==> config.mk <==
export PLATFORM = sky130hd
export DESIGN_NAME = scan_reg_port
export DESIGN_NICKNAME = d
export VERILOG_FILES = /design/src/rtl/srp_pkg.sv /design/src/rtl/srp_shifter.sv /design/src/rtl/srp_issue.sv /design/src/rtl/scan_reg_port.sv
export SDC_FILE = /design/constraint.sdc
export NUM_CORES = 1
export LEC_CHECK = 0
export BUFFER_PORTS_ARGS = -buffer_cell sky130_fd_sc_hd__buf_2
export CORE_ASPECT_RATIO = 0.6
export CORE_UTILIZATION = 55
export CTS_CLUSTER_DIAMETER = 50
export DETAILED_ROUTE_END_ITERATION = 8
export GPL_TIMING_DRIVEN = 0
export PLACE_DENSITY = 0.79
export SLEW_MARGIN = 10
export SYNTH_ARGS = -nofsm -noshare
export SYNTH_HDL_FRONTEND = slang
export SYNTH_SLANG_ARGS = --single-unit
export TNS_END_PERCENT = 5
==> constraint.sdc <==
create_clock -name clk -period 2.3 [get_ports clk]
set_clock_uncertainty 0.05 [all_clocks]
set_input_delay 0.115 -clock clk [delete_from_list [all_inputs] [get_ports clk]]
set_output_delay 0.115 -clock clk [all_outputs]
set_load 0.05 [all_outputs]
==> src/rtl/srp_pkg.sv <==
package srp_pkg;
    parameter int DATA_W  = 32;
    parameter int ADDR_W  = 7;
    parameter int FRAME_W = DATA_W + ADDR_W + 1;

    typedef enum logic {
        OP_READ  = 1'b0,
        OP_WRITE = 1'b1
    } op_e;

    // Packed MSB first: op at bit FRAME_W-1, data at the bottom.
    typedef struct packed {
        op_e               op;
        logic [ADDR_W-1:0] addr;
        logic [DATA_W-1:0] data;
    } frame_t;

    function automatic logic addr_present(input logic [ADDR_W-1:0] a,
                                          input int unsigned n);
        return 32'(a) < n;
    endfunction

    function automatic frame_t capture_frame(input logic [DATA_W-1:0] d);
        frame_t f;
        f.op   = OP_READ;
        f.addr = '0;
        f.data = d;
        return f;
    endfunction
endpackage

==> src/rtl/srp_shifter.sv <==
module srp_shifter
    import srp_pkg::*;
(
    input  logic   clk,
    input  logic   rst,
    input  logic   cap_en,
    input  logic   shf_en,
    input  logic   tdi,
    input  frame_t cap_val,
    output frame_t q,
    output logic   tdo
);
    logic [FRAME_W-1:0] bits;

    always_ff @(posedge clk) begin
        if (rst)
            bits <= '0;
        else if (cap_en)
            bits <= cap_val;
        else if (shf_en)
            bits <= {tdi, bits[FRAME_W-1:1]};
    end

    assign q   = frame_t'(bits);
    assign tdo = bits[0];

    // one position toward bit 0 per shift cycle
    p_shift_dir_r2: assert property (@(posedge clk) disable iff (rst)
        (shf_en && !cap_en) |=> (bits[FRAME_W-2:0] == $past(bits[FRAME_W-1:1])));

    // no enable, no change
    p_hold_r9: assert property (@(posedge clk) disable iff (rst)
        (!shf_en && !cap_en) |=> $stable(bits));
endmodule

==> src/rtl/srp_issue.sv <==
module srp_issue
    import srp_pkg::*;
#(
    parameter int unsigned NUM_REGS = 8
) (
    input  logic              clk,
    input  logic              rst,
    input  logic              upd_en,
    input  frame_t            frame,
    output logic              reg_wr,
    output logic              reg_rd,
    output logic [ADDR_W-1:0] reg_addr,
    output logic [DATA_W-1:0] reg_wdata,
    input  logic [DATA_W-1:0] reg_rdata,
    output logic [DATA_W-1:0] rd_hold
);
    logic hit;
    assign hit = addr_present(frame.addr, NUM_REGS);

    always_ff @(posedge clk) begin
        if (rst) begin
            reg_wr    <= 1'b0;
            reg_rd    <= 1'b0;
            reg_addr  <= '0;
            reg_wdata <= '0;
            rd_hold   <= '0;
        end else begin
            reg_wr <= 1'b0;
            reg_rd <= 1'b0;
            if (reg_rd)
                rd_hold <= reg_rdata;
            if (upd_en) begin
                if (!hit || frame.op == OP_WRITE)
                    rd_hold <= '0;
                if (hit) begin
                    reg_addr <= frame.addr;
                    if (frame.op == OP_WRITE) begin
                        reg_wr    <= 1'b1;
                        reg_wdata <= frame.data;
                    end else begin
                        reg_rd <= 1'b1;
                    end
                end
            end
        end
    end

    // write strobe lasts one cycle and follows an update
    p_wr_single_r3: assert property (@(posedge clk) disable iff (rst)
        reg_wr |=> !reg_wr);
    p_wr_src_r3: assert property (@(posedge clk) disable iff (rst)
        reg_wr |-> $past(upd_en));
    // read strobe lasts one cycle and follows an update
    p_rd_single_r4: assert property (@(posedge clk) disable iff (rst)
        reg_rd |=> !reg_rd);
    p_rd_src_r4: assert property (@(posedge clk) disable iff (rst)
        reg_rd |-> $past(upd_en));
    // never both strobes at once
    p_excl_r6: assert property (@(posedge clk) disable iff (rst)
        !(reg_wr && reg_rd));
    // strobes only for implemented addresses
    p_present_r7: assert property (@(posedge clk) disable iff (rst)
        (reg_wr || reg_rd) |-> (32'(reg_addr) < NUM_REGS));
endmodule

==> src/rtl/scan_reg_port.sv <==
module scan_reg_port
    import srp_pkg::*;
#(
    parameter int unsigned NUM_REGS = 8
) (
    input  logic              clk,
    input  logic              rst,
    input  logic              sel,
    input  logic              capture,
    input  logic              shift,
    input  logic              update,
    input  logic              tdi,
    output logic              tdo,
    output logic              reg_wr,
    output logic              reg_rd,
    output logic [ADDR_W-1:0] reg_addr,
    output logic [DATA_W-1:0] reg_wdata,
    input  logic [DATA_W-1:0] reg_rdata
);
    logic              cap_en, shf_en, upd_en;
    frame_t            sr_q;
    frame_t            cap_val;
    logic [DATA_W-1:0] rd_hold;

    assign cap_en  = sel && capture;
    assign shf_en  = sel && shift;
    assign upd_en  = sel && update;
    assign cap_val = capture_frame(rd_hold);

    srp_shifter u_shift (
        .clk     (clk),
        .rst     (rst),
        .cap_en  (cap_en),
        .shf_en  (shf_en),
        .tdi     (tdi),
        .cap_val (cap_val),
        .q       (sr_q),
        .tdo     (tdo)
    );

    srp_issue #(.NUM_REGS(NUM_REGS)) u_issue (
        .clk       (clk),
        .rst       (rst),
        .upd_en    (upd_en),
        .frame     (sr_q),
        .reg_wr    (reg_wr),
        .reg_rd    (reg_rd),
        .reg_addr  (reg_addr),
        .reg_wdata (reg_wdata),
        .reg_rdata (reg_rdata),
        .rd_hold   (rd_hold)
    );

    // reset leaves no strobe pending
    p_reset_quiet_r1: assert property (@(posedge clk)
        rst |=> (!reg_wr && !reg_rd));
    // a deselected port issues nothing on the next cycle
    p_sel_gate_r9: assert property (@(posedge clk) disable iff (rst)
        !sel |=> !(reg_wr || reg_rd));
endmodule

==> out/qor.csv, run 1 <==
stage,metric,value,unit
cells_and_area,Ant. Diodes,0,
clock_network,number of post-CTS setup repair buffers,0,
yosys,post-synthesis instance total,496,
yosys,"Seq/Total Area, Yosys",48.8,%
placed_design,routability congestion estimate from global placement,0.836,
setup_path,CP max FO,10,
setup_path,crit path kind,in -> reg,
cells_and_area,FF+latch area,2260,sq um
sta,fin crit share,74.3,%
floorplanning,die area,8820,sq um
setup_path,WP data required,2.53,ns
clock_network,htree depth,4,
sta,TNS Setup,0,ns
detailed_routing,number of nets with antenna violations after routing,0,
setup_path,"Largest delay share family, worst path",buffers and inverters,
clock_network,TritonCTS clock tree,built,
clock_network,clock root buffer,clkbuf_16,
setup_path,CP bufs+invs,5,
clock_network,clk buf depth,2,
sta,WHS,0.107,ns
setup_path,crit path launch type,input port,
yosys,"Cell Area, Synth",4640,sq um
power,maximum vdd drop,0.662,mV
global_routing,first-pass GRT wire length,19.7,mm
clock_network,# resized after CTS,0,
placed_design,"Cell Area, Placed",5160,sq um
floorplanning,Die Span X,121,microns
setup_path,CP max stage delay,0.52,ns
sta,Setup Viol. Count Final,0,
min_path,Worst Hold Class,in -> reg,
sta,Final Max Tran Viols,0,
floorplanning,Core Rows,25,
floorplanning,number of I/O pins,81,
sta,post-layout minimum cycle time,1.71,ns
clock_network,CTS Buf Count,17,
global_routing,grt total ovfl,0,
setup_path,Worst EP arrival,1.94,ns
cells_and_area,area delta synth->final,31.7,%
power,Lkg Pwr,2.37,nW
setup_path,crit path cell chain,dlygate4sd3_1 -> buf_2 -> buf_2 -> buf_1 -> buf_1 -> nor3b_1,
detailed_routing,Vias/cell,5.45,
clock_network,clk slew on worst S/H paths,0.06,ns
detailed_routing,routed vias,4074,
setup_path,CP Capture Type,flip-flop,
yosys,yosys warns,0,
cells_and_area,Multi-input gate area,2130,sq um
clock_network,clk_lat worst skew,0.41,ns
cells_and_area,layout cell share with drive strength beyond 1,20.5,%
yosys,syn avg cell area,9.35,sq um
global_routing,via count of the first global-routing pass,3868,
run_status,run status,completed,
detailed_routing,First-pass DRT Iterations,5,
cells_and_area,most frequent cells in the layout,"dfxtp_1, buf_2, nand2b_1",
cells_and_area,# fillers,566,
placed_design,HPWL Detailed,8.54,mm
cells_and_area,"most common cell after layout, fill and taps aside",dfxtp_1,
global_routing,initial antenna violation count,0,
detailed_routing,WL per Instance,16.8,microns
detailed_routing,DRT iter0 DRCs,355,
power,Power per Cell Area,851,nW/um^2
yosys,Syn Nets,535,
yosys,synth unique cells,23,
sta,Fmax achieved,0.585,GHz
detailed_routing,drc violations,0,
cells_and_area,design area,6110,sq um
floorplanning,Core ar.,8010,sq um
floorplanning,Starting Density,57.9,%
placed_design,IO buf count,78,
floorplanning,chip height,73.1,microns
yosys,#FFs+latches synth,113,
sta,final hold viol count,0,
sta,RSZ-0062 raised after global routing,false,
global_routing,Tot GR Track Use,30.3,%
cells_and_area,Final nets,666,
detailed_routing,Routed WL,12.6,mm
clock_network,Post-CTS Hold Buffers,34,
clock_network,Num Clock Sinks,113,
setup_path,"slowest stage cell, crit path",dlygate4sd3_1,
sta,max_slew headroom,67.4,%
sta,worst-margin pin slew,0.489,ns
global_routing,largest net degree at the start of global routing,17,
flow_run,max-cap violations,0,
[layout make-up]
type / count / area share (%)
plain buffers: 45 / 4.01
repair buffers: 112 / 12.0
inverters: 1 / 0.0614
multi-input cells: 337 / 34.8
clock inverters: 11 / 2.21
clock buffers: 21 / 7.70
well taps: 108 / 2.21
flip-flops and latches: 113 / 37.0
[worst paths after layout]
kind	startpoint	to	slack (ns)	depth (start not counted)
setup / recovery	rst	u_issue.reg_addr[5]	0.59	6
hold / removal	capture	u_shift.q[12]	0.11	3
setup reg to reg	u_shift.q[38]	u_issue.reg_wdata[8]	0.66	5
hold reg to reg	u_issue.reg_addr[0]	u_issue.reg_addr[0]	0.42	2
[layer usage]
layer / global-route usage [%] / vias up / wire length (microns)
met2: 45.7 / 187 / 5410
met3: 8.67 / 26 / 1060
li1: - / 1960 / -
met5: 0 / - / 0
met1: 42.2 / 1901 / 5950
met4: 9.47 / 0 / 174
[per-stage QoR]
stage | std cells | worst slack (ns) | power [mW] | util, %
after floorplan | 496 | 0.756 | 2.38 | -
after global placement | 682 | 0.776 | 2.49 | 64.5
after detailed placement | 682 | 0.711 | 2.51 | 64.5
after CTS | 748 | 0.624 | 5.19 | 76.3
after global routing | 748 | 0.519 | 5.34 | 76.3
final | 748 | 0.590 | 5.20 | 76.3
[Yosys cell counts (all sizes together)]
library cell,number,area (sq um)
a311oi,31,272
nand3,39,195
o21a,1,7.51
inv,1,3.75
nor2b,1,6.26
and2,1,6.26
buf,25,170
dfxtp,113,2260
nor2,66,248
and3,1,7.51
a21oi,10,50.1
nand2b,71,444
a22o,1,8.76
and4,1,8.76
clkbuf,20,75.1
nor4,1,12.5
a211oi,1,7.51
mux2i,67,671
nand2,41,154
nor3b,4,30.0
[state kept, by name (all words and copies together), names as in the netlist]
| signal | cells |
|---|---|
| u_shift.q | 40 |
| u_issue.reg_rd | 1 |
| u_issue.reg_wr | 1 |
| u_issue.reg_addr | 7 |
| u_issue.rd_hold | 32 |
| u_issue.reg_wdata | 32 |
[worst reg2reg max path, stage by stage, from the launching register on]
cell,delay [ns]
dfxtp_1,0.33
nor4_2,0.37
and4_1,0.26
buf_6,0.18
buf_12,0.16
mux2i_1,0.21
[cell families (layout without fill, tap and decap cells)]
family	Yosys count	after routing	share of synthesized area, %
flip-flops	113	113	48.8
multiplexers	67	67	14.5
AND/OR/NAND/NOR	226	226	24.0
AO/OA/AOI/OAI	44	44	7.44
buffers and inverters	46	190	5.37
[power by group]
part	internal [mW]	switching, mW
clock	1.77	0.891
sequential	2.04	0.0698
combinational	0.187	0.235
(Power assumes the default switching activity.)
==> run 2, diff against run 1 <==
CORE_UTILIZATION = 50   (was 55)
PLACE_DENSITY = 0.75   (was 0.79)
clock period = 1.49 ns   (was 2.3 ns; I/O delays follow)
==> run 2 against run 1 <==
Net effect: the run now ends with negative setup slack left; count of clock-buffer cells in the layout up 4; final area increased by 1.5%; final cell count increased by 1.2%; sequential share of layout area down 0.45 points; die area grew 9.8%; via count rose by 0.64%; critical path depth shrank 1; sequential power grew 55%; first-iteration DRC count fell by 23%; largest power group unchanged.
==> out/qor.csv, run 2 (synthesis results as in run 1) <==
stage,metric,value,unit,change
sta,Setup Viol. Count Final,21,,+21
detailed_routing,DRT iter0 DRCs,274,,-23%
global_routing,via count of the first global-routing pass,3870,,+0.052%
detailed_routing,First-pass DRT Iterations,5,,unchanged
floorplanning,number of I/O pins,81,,unchanged
setup_path,CP Capture Type,flip-flop,,
sta,max_slew headroom,69.2,%,+1.8 points
floorplanning,Starting Density,53.0,%,-4.9 points
placed_design,routability congestion estimate from global placement,0.830,,-0.72%
sta,final hold viol count,0,,unchanged
floorplanning,Core ar.,8750,sq um,+9.3%
clock_network,clk buf depth,2,,unchanged
run_status,run status,"complete, but fails checks",,
detailed_routing,drc violations,0,,unchanged
sta,Fmax achieved,0.653,GHz,
cells_and_area,Ant. Diodes,0,,unchanged
power,Switch Pwr,1.78,mW,+49%
sta,TNS Setup,-0.441,ns,-0.441 ns
floorplanning,die area,9680,sq um,+9.8%
clock_network,htree depth,4,,unchanged
clock_network,clk slew on worst S/H paths,0.05,ns,about the same
cells_and_area,post-route insts no fill,757,,+1.2%
clock_network,clock root buffer,clkbuf_16,,
global_routing,first-pass GRT wire length,19.7,mm,about the same
setup_path,Worst EP arrival,1.81,ns,-0.13 ns
power,maximum vdd drop,0.842,mV,+27%
power,Lkg Pwr,2.41,nW,+1.6%
power,logic gate share of total power,8.5,%,+0.4 points
sta,fin worst setup slack,-0.0404,ns,-0.630 ns
power,register share of total power,42.6,%,+1.9 points
power,Pint,5.89,mW,+47%
power,Power per Cell Area,1240,nW/um^2,+45%
clock_network,CTS Buf Count,17,,unchanged
placed_design,"Cell Area, Placed",5170,sq um,+0.12%
detailed_routing,Vias/cell,5.42,,-0.56%
clock_network,TritonCTS clock tree,built,,
cells_and_area,design area,6200,sq um,+1.5%
power,Clock Power Share,48.9,%,-2.3 points
sta,RSZ-0062 raised after global routing,true,,
floorplanning,chip height,76.6,microns,+4.8%
sta,Final Max Tran Viols,0,,unchanged
setup_path,crit path kind,reg -> reg,,
detailed_routing,WL per Instance,16.5,microns,-2.1%
cells_and_area,"most common cell after layout, fill and taps aside",dfxtp_1,,
cells_and_area,# fillers,644,,+14%
run_status,failing checks,negative setup slack,,
sta,fin crit share,103,%,
cells_and_area,layout cell share with drive strength beyond 1,21.6,%,+1.1 points
cells_and_area,most frequent cells in the layout,"dfxtp_1, buf_2, nand2b_1",,
cells_and_area,Final nets,672,,+0.90%
cells_and_area,area delta synth->final,33.6,%,
global_routing,grt total ovfl,0,,unchanged
detailed_routing,routed vias,4100,,+0.64%
setup_path,Reg2Reg Setup Slack,-0.04,ns,-0.70 ns
global_routing,Tot GR Track Use,26.7,%,-3.6 points
detailed_routing,number of nets with antenna violations after routing,0,,unchanged
setup_path,CP max FO,8,,-2
power,sw frac,23.2,%,+0.17 points
placed_design,IO buf count,78,,unchanged
cells_and_area,max reg flops,40,,unchanged
global_routing,largest net degree at the start of global routing,17,,unchanged
min_path,Worst Hold Class,in -> reg,,
setup_path,WP data required,1.77,ns,-0.76 ns
sta,post-layout minimum cycle time,1.53,ns,
clock_network,Num Clock Sinks,113,,unchanged
detailed_routing,Routed WL,12.5,mm,-0.93%
flow_run,max-cap violations,0,,unchanged
global_routing,initial antenna violation count,0,,unchanged
setup_path,crit path launch type,flip-flop,,
sta,worst-margin pin slew,0.462,ns,-0.0272 ns
clock_network,clk_lat worst skew,0.41,ns,about the same
floorplanning,Die Span X,126,microns,+4.8%
floorplanning,Core Rows,26,,+4.0%
placed_design,HPWL Detailed,8.52,mm,-0.18%
placed_design,DP Cell Count,686,,+0.59%
run 2: per-layer routing:
metal  GRT usage [%]  up-vias  share of wire [%]
li1                -     1970                  -
met1            37.6     1923                 48
met2            38.8      182                 42
met3            6.60       25                7.5
met4            11.3        0                1.7
met5               0        -                  0
run 2: through the flow:
step | total power [mW] | setup slack [ns] | hold slack, ns | util [%]
after global placement | 3.85 | -0.0220 | 0.258 | 59.1
after detailed placement | 3.88 | -0.0769 | 0.274 | 59.1
after global routing | 7.91 | -0.0922 | 0.0667 | 70.8
final | 7.67 | -0.0404 | 0.0333 | 70.8
after floorplan | 3.68 | 0.0948 | 0.172 | -
after CTS | 7.66 | -0.0498 | 0.0239 | 70.0
run 2: worst max-delay path: stages (launching register included):
cell     delay [ns]
dfxtp_2        0.33
nor4_4         0.29
and4_1         0.28
buf_12         0.17
buf_12         0.13
mux2i_1        0.20
run 2: repair_timing:
action                     4_1_cts  5_1_grt
cloned                           1        2
hold buffers                    34        0
pin swaps                        2        2
gates resized for setup          3        8
setup buffers                    3        1
hold endpoints to repair        34        0
setup endpoints to repair       30       66
run 2: worst paths after layout:
path | startpoint | endpoint | cells past startpoint
hold / removal | capture | u_shift.q[12] | 3
setup / recovery | u_shift.q[38] | u_issue.reg_wdata[1] | 5
setup reg to reg | u_shift.q[38] | u_issue.reg_wdata[1] | 5
hold reg to reg | u_issue.reg_addr[5] | u_issue.reg_addr[5] | 1
run 2: power by group through the flow:
stage          combinational [mW]  sequential (mW)  clock (mW)
2_1_floorplan               0.384             3.30           0
3_3_place_gp                0.534             3.31           0
3_5_place_dp                0.559             3.32           0
4_1_cts                     0.635             3.26        3.77
5_1_grt                     0.717             3.27        3.92
6_report                    0.653             3.26        3.75
run 2: area by class of cell:
cell class	count	area [sq um]	share of cell area (%)
Tap cell	112	140	2.26
Clock inverter	6	55.1	0.888
Multi-Input combinational cell	337	2150	34.7
Inverter	1	3.75	0.0605
Timing Repair Buffer	119	838	13.5
Buffer	44	251	4.06
Clock buffer	25	495	7.99
Sequential cell	113	2270	36.6
